<file path="src/rtl/ccd_seq_pkg.sv">
package ccd_seq_pkg;

  typedef enum logic [2:0] {
    SEG_IDLE,
    SEG_VX,
    SEG_XG,
    SEG_RD,
    SEG_DONE
  } seg_e;

  // pixel periods in one readout: dark lead-in plus image pixels
  function automatic int unsigned line_pixels(input int unsigned dark, input int unsigned half);
    return dark + half;
  endfunction

  // cycles of one pixel period
  function automatic int unsigned pixel_span(input int unsigned hph);
    return 2 * hph;
  endfunction

endpackage

</file>
<file path="src/rtl/ccd_vclk_gen.sv">
module ccd_vclk_gen #(
  parameter int PH_W = 6
) (
  input  logic            clk,
  input  logic            rst_n,
  input  logic            en,
  input  logic [PH_W-1:0] vph,
  output logic            v1,
  output logic            v2,
  output logic            last
);
  logic [1:0]      step_q;
  logic [PH_W-1:0] cnt_q;
  logic            step_end;

  assign step_end = (cnt_q == vph - PH_W'(1));

  always_ff @(posedge clk or negedge rst_n) begin
    if (!rst_n) begin
      step_q <= '0;
      cnt_q  <= '0;
    end else if (!en) begin
      step_q <= '0;
      cnt_q  <= '0;
    end else if (step_end) begin
      cnt_q  <= '0;
      step_q <= step_q + 2'd1;
    end else begin
      cnt_q <= cnt_q + PH_W'(1);
    end
  end

  assign v1   = en && (step_q == 2'd0);
  assign v2   = en && (step_q == 2'd1);
  assign last = en && (step_q == 2'd2) && step_end;
endmodule

</file>
<file path="src/rtl/ccd_hclk_gen.sv">
module ccd_hclk_gen #(
  parameter int PIX_W = 13,
  parameter int PH_W  = 6
) (
  input  logic             clk,
  input  logic             rst_n,
  input  logic             en,
  input  logic [PH_W-1:0]  hph,
  input  logic [PIX_W-1:0] npix,
  input  logic [PIX_W-1:0] ndark,
  output logic             h1,
  output logic             h2,
  output logic             sample,
  output logic             rg,
  output logic             dark,
  output logic             last
);
  localparam int CYC_W = PH_W + 1;

  logic [CYC_W-1:0] cyc_q;
  logic [PIX_W-1:0] pix_q;
  logic [CYC_W-1:0] span_m1;
  logic [CYC_W-1:0] half_c;
  logic             period_end;

  assign half_c     = {1'b0, hph};
  assign span_m1    = {hph, 1'b0} - CYC_W'(1);
  assign period_end = (cyc_q == span_m1);

  always_ff @(posedge clk or negedge rst_n) begin
    if (!rst_n) begin
      cyc_q <= '0;
      pix_q <= '0;
    end else if (!en) begin
      cyc_q <= '0;
      pix_q <= '0;
    end else if (period_end) begin
      cyc_q <= '0;
      pix_q <= pix_q + PIX_W'(1);
    end else begin
      cyc_q <= cyc_q + CYC_W'(1);
    end
  end

  assign h1     = en && (cyc_q < half_c);
  assign h2     = en && (cyc_q >= half_c);
  assign sample = en && (cyc_q == half_c);
  assign rg     = en && period_end;
  assign dark   = en && (pix_q < ndark);
  assign last   = en && period_end && (pix_q == npix - PIX_W'(1));
endmodule

</file>
<file path="src/rtl/ccd_seq.sv">
module ccd_seq
  import ccd_seq_pkg::*;
#(
  parameter int ROW_W = 13,
  parameter int PIX_W = 13,
  parameter int PH_W  = 6
) (
  input  logic             clk,
  input  logic             rst_n,
  input  logic             start,
  input  logic             par_mode,
  input  logic [ROW_W-1:0] rows,
  input  logic [PIX_W-1:0] half_pix,
  input  logic [PIX_W-1:0] dark_pix,
  input  logic [PH_W-1:0]  vph,
  input  logic [PH_W-1:0]  hph,
  output logic             v1,
  output logic             v2,
  output logic             h1a,
  output logic             h1b,
  output logic             h2,
  output logic             h1l,
  output logic             xg,
  output logic             rg,
  output logic             sample,
  output logic             pix_dark,
  output logic [3:0]       out_en,
  output logic             frame_done,
  output logic             busy
);
  seg_e             seg_q;
  logic             par_q, second_q, rd_a_q, rd_b_q;
  logic [ROW_W-1:0] left_q;
  logic [PIX_W-1:0] npix_q, dark_q;
  logic [PH_W-1:0]  vph_q, hph_q, xg_cnt_q;

  // named internal events
  logic row_loaded, line_read, gate_done;
  logic h1_g, h2_g, smp_g, rg_g, dark_g;

  ccd_vclk_gen #(.PH_W(PH_W)) u_vclk (
    .clk(clk), .rst_n(rst_n), .en(seg_q == SEG_VX), .vph(vph_q),
    .v1(v1), .v2(v2), .last(row_loaded)
  );

  ccd_hclk_gen #(.PIX_W(PIX_W), .PH_W(PH_W)) u_hclk (
    .clk(clk), .rst_n(rst_n), .en(seg_q == SEG_RD), .hph(hph_q),
    .npix(npix_q), .ndark(dark_q),
    .h1(h1_g), .h2(h2_g), .sample(smp_g), .rg(rg_g), .dark(dark_g), .last(line_read)
  );

  assign gate_done = (seg_q == SEG_XG) && (xg_cnt_q == vph_q - PH_W'(1));

  always_ff @(posedge clk or negedge rst_n) begin
    if (!rst_n)                xg_cnt_q <= '0;
    else if (seg_q != SEG_XG)  xg_cnt_q <= '0;
    else                       xg_cnt_q <= xg_cnt_q + PH_W'(1);
  end

  always_ff @(posedge clk or negedge rst_n) begin
    if (!rst_n) begin
      seg_q    <= SEG_IDLE;
      par_q    <= 1'b0;
      second_q <= 1'b0;
      rd_a_q   <= 1'b0;
      rd_b_q   <= 1'b0;
      left_q   <= '0;
      npix_q   <= '0;
      dark_q   <= '0;
      vph_q    <= '0;
      hph_q    <= '0;
    end else begin
      case (seg_q)
        SEG_IDLE: if (start) begin
          par_q    <= par_mode;
          left_q   <= rows;
          npix_q   <= PIX_W'(line_pixels(int'(dark_pix), int'(half_pix)));
          dark_q   <= dark_pix;
          vph_q    <= vph;
          hph_q    <= hph;
          second_q <= 1'b0;
          rd_a_q   <= 1'b0;
          rd_b_q   <= 1'b0;
          seg_q    <= SEG_VX;
        end
        SEG_VX: if (row_loaded) begin
          left_q <= left_q - ROW_W'(1);
          if (!par_q) begin
            seg_q  <= SEG_RD;
            rd_a_q <= 1'b1;
            rd_b_q <= 1'b0;
          end else if (!second_q) begin
            seg_q <= SEG_XG;
          end else begin
            seg_q  <= SEG_RD;
            rd_a_q <= 1'b1;
            rd_b_q <= 1'b1;
          end
        end
        SEG_XG: if (gate_done) begin
          if (left_q == '0) begin
            seg_q  <= SEG_RD;
            rd_a_q <= 1'b0;
            rd_b_q <= 1'b1;
          end else begin
            seg_q    <= SEG_VX;
            second_q <= 1'b1;
          end
        end
        SEG_RD: if (line_read) begin
          second_q <= 1'b0;
          rd_a_q   <= 1'b0;
          rd_b_q   <= 1'b0;
          seg_q    <= (left_q == '0) ? SEG_DONE : SEG_VX;
        end
        SEG_DONE: seg_q <= SEG_IDLE;
        default:  seg_q <= SEG_IDLE;
      endcase
    end
  end

  assign h1a        = (seg_q == SEG_VX) || (rd_a_q && h1_g);
  assign h1b        = (seg_q == SEG_XG) || (rd_b_q && h1_g);
  assign h1l        = h1_g;
  assign h2         = h2_g;
  assign xg         = (seg_q == SEG_XG);
  assign rg         = rg_g;
  assign sample     = smp_g;
  assign pix_dark   = dark_g;
  assign out_en     = {rd_b_q, rd_b_q, rd_a_q, rd_a_q};
  assign frame_done = (seg_q == SEG_DONE);
  assign busy       = (seg_q != SEG_IDLE);
endmodule

</file>
<file path="config.mk">
export PLATFORM = sky130hd
export DESIGN_NAME = ccd_seq
export DESIGN_NICKNAME = d
export VERILOG_FILES = /design/src/rtl/ccd_seq_pkg.sv /design/src/rtl/ccd_vclk_gen.sv /design/src/rtl/ccd_hclk_gen.sv /design/src/rtl/ccd_seq.sv
export SDC_FILE = /design/constraint.sdc
export NUM_CORES = 1
export LEC_CHECK = 0
export BUFFER_PORTS_ARGS = -buffer_cell sky130_fd_sc_hd__buf_2
export CAP_MARGIN = 20
export CELL_PAD_IN_SITES_DETAIL_PLACEMENT = 1
export CELL_PAD_IN_SITES_GLOBAL_PLACEMENT = 1
export CORE_MARGIN = 1
export CORE_UTILIZATION = 49
export DETAILED_ROUTE_END_ITERATION = 7
export PLACE_DENSITY_LB_ADDON = 0.1
export SKIP_LAST_GASP = 1
export SYNTH_ARGS = -nofsm -noshare
export SYNTH_HDL_FRONTEND = slang
export SYNTH_SLANG_ARGS = --single-unit
</file>
<file path="constraint.sdc">
create_clock -name clk -period 4.1 [get_ports clk]
set_input_delay 0.82 -clock clk [delete_from_list [all_inputs] [get_ports clk]]
set_output_delay 0.82 -clock clk [all_outputs]
set_load 0.1 [all_outputs]
</file>
==> PnR_summary.wiki <==
{| class="wikitable"
! Metric !! Value
|-
| Outcome || completed
|-
| Normalized max-slew margin || 0.512
|-
| Element type at the critical path start || flip-flop
|-
| Via count || 5011
|-
| Post-Place Cell Area || 0.00650 mm2
|-
| Ratio of routed vias to standard cells || 5.67
|-
| Area of all placed cells without fillers || 0.00685 mm2
|-
| Weighted congestion at the end of routability-driven global placement || 0.839
|-
| Number of routed nets with antenna violations || 0
|-
| Cell with the most instances after synthesis || sky130_fd_sc_hd__dfrtp_1
|-
| Part of the total power dissipated in sequential elements || 0.467
|-
| Async set or reset register ratio after synthesis || 1.00
|-
| Final setup fails || 0
|-
| Worst reg2reg startpoint || vph_q[0]$_DFFE_PN0P_
|-
| CTS Sinks || 92
|-
| Cell variety after synth || 57
|-
| Routed Wire Length || 14.6 mm
|-
| Buffers inserted by post-CTS timing repair || 0
|-
| Total inserted antenna cells || 0
|-
| CP max FO || 4
|-
| Cell types occupying the most area after synthesis || sky130_fd_sc_hd__dfrtp_1, sky130_fd_sc_hd__ha_1, sky130_fd_sc_hd__xnor2_1
|-
| Dpl ws || 0.717 ns
|-
| H-tree depth || 3
|-
| Power per unit of standard cell area || 284 mW/mm2
|-
| Unrepaired setup endpoints after global routing || no
|-
| GRT Overall Usage || 0.252
|-
| Grt total ovfl || 0
|-
| WL/cell || 16.6 um
|-
| Initial core utilization || 0.504
|-
| Number of buffers created by CTS || 9
|-
| Worst IR Drop VDD || 164 uV
|-
| Launching element of the worst setup path || hph_q[1]$_DFFE_PN0P_
|-
| Max Clk Rate || 269 MHz
|-
| Flip-flop and latch count after synthesis || 92
|-
| Max-slew violation count || 0
|-
| Shortest clock period the worst path allows after layout || 3.72 ns
|-
| Proportion of layout cells with a drive suffix above 1 || 0.175
|-
| Net switching power || 0.430 mW
|-
| Synth top area share || 0.380
|-
| Post-Synthesis Net Count || 769
|-
| Clock Path Buffers || 2
|-
| EDFF count, synth || 0
|-
| Die area || 0.0128 mm2
|-
| Part of the total power dissipated in combinational logic || 0.069
|-
| Final critical-path setup slack || 0.385 ns
|-
| Worst-Skew Late Latency || 0.35 ns
|-
| Sequential area share after synthesis || 0.380
|-
| Half-perimeter wire length after placement || 11.1 mm
|-
| Detailed router's first-iteration violation count || 280
|-
| Clk Tree Root Cell || sky130_fd_sc_hd__clkbuf_16
|-
| Endpoint kind of the worst setup timing path || output pin
|-
| Required time of the critical path || 3.28 ns
|-
| Total routed wire length on the met1 layer || 6.55 mm
|-
| Wire length of the first global-routing pass || 25.6 mm
|-
| Hold buffer count at CTS || 0
|-
| Number of cells produced by synthesis || 672
|-
| Primary flip-flop cell chosen by synthesis mapping || sky130_fd_sc_hd__dfrtp_1
|-
| Mean post-synth cell area || 9.01 um2
|-
| Net switching fraction of the power || 0.221
|-
| Setup clock skew after layout || 0.00760 ns
|-
| Cell types with the highest counts after synthesis || sky130_fd_sc_hd__dfrtp_1, sky130_fd_sc_hd__nand2_1, sky130_fd_sc_hd__nor2_1
|-
| Number of ports placed on the die boundary || 71
|-
| Number of antenna violations at the first check in global routing || 0
|-
| Via count of the first global-routing pass || 5349
|-
| Final routed DRC violation total || 0
|-
| Worst Tran Pin Value || 0.731 ns
|-
| Count of TritonRoute iterations in the first routing pass || 4
|-
| Number of rows created at floorplan || 40
|-
| Highest metal used || met4
|-
| CTS tree || built
|-
| Synth area leader || sky130_fd_sc_hd__dfrtp_1
|-
| Arrival time of data at the critical path endpoint || 2.90 ns
|-
| Part of the power in the clock network || 0.464
|-
| Area growth syn-to-layout || 13.1%
|-
| Clock transition at the register clock pins on the worst setup and hold paths after CTS || 0.06 ns
|-
| Setup TNS || 0 ns
|-
| Static leakage || 3.15 nW
|-
| Yosys warns || 0
|-
| Cell area after synthesis || 0.00606 mm2
|-
| Share of the clock period used by the worst path || 0.906
|-
| Maximum number of pins on one net before global-route repair || 79
|-
| Post-cts repair resize count || 0
|-
| Cell-internal power || 1.52 mW
|-
| PortBufs || 70
|-
| Core outline area || 0.0120 mm2
|-
| Critical path type || flip-flop to output pin
|-
| Chip Height || 113 um
|-
| Kind of path behind the tightest hold check || primary input to asynchronous set/reset pin
|-
| # nets final || 829
|-
| Detail Route met2 WL || 7.51 mm
|-
| Met3 routed WL || 357 um
|-
| Die width || 113 um
|-
| Max_cap viols || 0
|-
| Final Hold Fails || 0
|}
power by group through the flow:
stage	combinational (mW)	clock [mW]	sequential [mW]
3_5_place_dp	0.133	0	0.926
2_1_floorplan	0.0684	0	0.926
6_report	0.134	0.904	0.909
5_1_grt	0.153	0.959	0.909
3_3_place_gp	0.127	0	0.926
4_1_cts	0.134	0.923	0.909
cell type report:
type / count / area, um2
fill: 1426 / 5160
multi-input combinational: 512 / 3480
sequential: 92 / 2300
timing repair buffer: 75 / 410
clock buffer: 11 / 243
tap: 147 / 184
inverter: 42 / 158
clock inverter: 5 / 75.1
path summary, 6_finish.rpt:
check                                       endpoint  cells past startpoint  slack (ns)
min reg2reg                    dark_q[1]$_DFFE_PN0P_                      2        0.48
min in group clk               dark_q[1]$_DFFE_PN0P_                      2        0.48
max reg2reg                    left_q[3]$_DFFE_PN0P_                     10        0.71
max                                              h1a                     10        0.38
max in group asynchronous  u_vclk.cnt_q[3]$_DFF_PN0_                      2        3.14
min                             vph_q[3]$_DFFE_PN0P_                      1        0.37
critical path, stage by stage (launching register included):
cell	delay (ns)
sky130_fd_sc_hd__dfrtp_1	0.39
sky130_fd_sc_hd__inv_1	0.08
sky130_fd_sc_hd__ha_1	0.31
sky130_fd_sc_hd__nor2b_1	0.14
sky130_fd_sc_hd__o21ai_0	0.14
sky130_fd_sc_hd__a21oi_1	0.09
sky130_fd_sc_hd__a2111oi_0	0.53
sky130_fd_sc_hd__and2_1	0.30
sky130_fd_sc_hd__nand2_1	0.08
sky130_fd_sc_hd__nand2_1	0.06
sky130_fd_sc_hd__buf_2	0.43
layer usage:
| layer | vias to the layer above | track usage |
|---|---|---|
| li1 | 2465 | - |
| met1 | 2447 | 0.306 |
| met2 | 79 | 0.447 |
| met3 | 20 | 0.0461 |
| met4 | 0 | 0.0886 |
| met5 | - | 0 |
cells in the final DEF, fill, tap and decap left out, drive strengths merged, types with 3 or more instances in the layout:
| master | instances |
|---|---|
| xor2 | 25 |
| a41o | 3 |
| a21o | 6 |
| o22ai | 3 |
| and3 | 6 |
| nand2b | 14 |
| and2 | 10 |
| a21oi | 34 |
| nand4 | 6 |
| o31ai | 4 |
| ha | 41 |
| clkinv | 3 |
| nand2 | 64 |
| dfrtp | 92 |
| inv | 42 |
| buf | 75 |
| clkbuf | 11 |
| a31oi | 12 |
| or3 | 3 |
| xnor2 | 43 |
| nand3 | 23 |
| nor2 | 62 |
| o21ai | 41 |
| mux2 | 26 |
| or4 | 3 |
| nor3b | 3 |
| nor2b | 5 |
| nor3 | 23 |
| a22o | 3 |
| nand4b | 3 |
| a211oi | 4 |
| nor4 | 4 |
| or2 | 4 |
| o211ai | 5 |
| o21bai | 4 |
cell families after synthesis:
group           synth area share
compound gates             0.136
buf+inv                   0.0475
xor+xnor                   0.102
fa+ha+maj                 0.0880
simple gates               0.198
mux                       0.0483
flops                      0.380
stage by stage:
step	power (mW)	hold WS, ns	cells	util
CTS	1.97	0.489	883	0.568
finish	1.95	0.375	884	0.570
detailed placement	1.06	0.475	867	0.541
global placement	1.05	0.475	867	0.541
global route	2.02	0.389	884	0.570
floorplan	0.995	0.447	672	-
sequential cells by signal, summed over array words and instances, names as in the netlist:
register	cells
dark_q	13
hph_q	6
left_q	13
npix_q	13
par_q	1
rd_a_q	1
rd_b_q	1
second_q	1
seg_q	3
u_hclk.cyc_q	7
u_hclk.pix_q	13
u_vclk.cnt_q	6
u_vclk.step_q	2
vph_q	6
xg_cnt_q	6
Power figures use the tool's default switching activity.
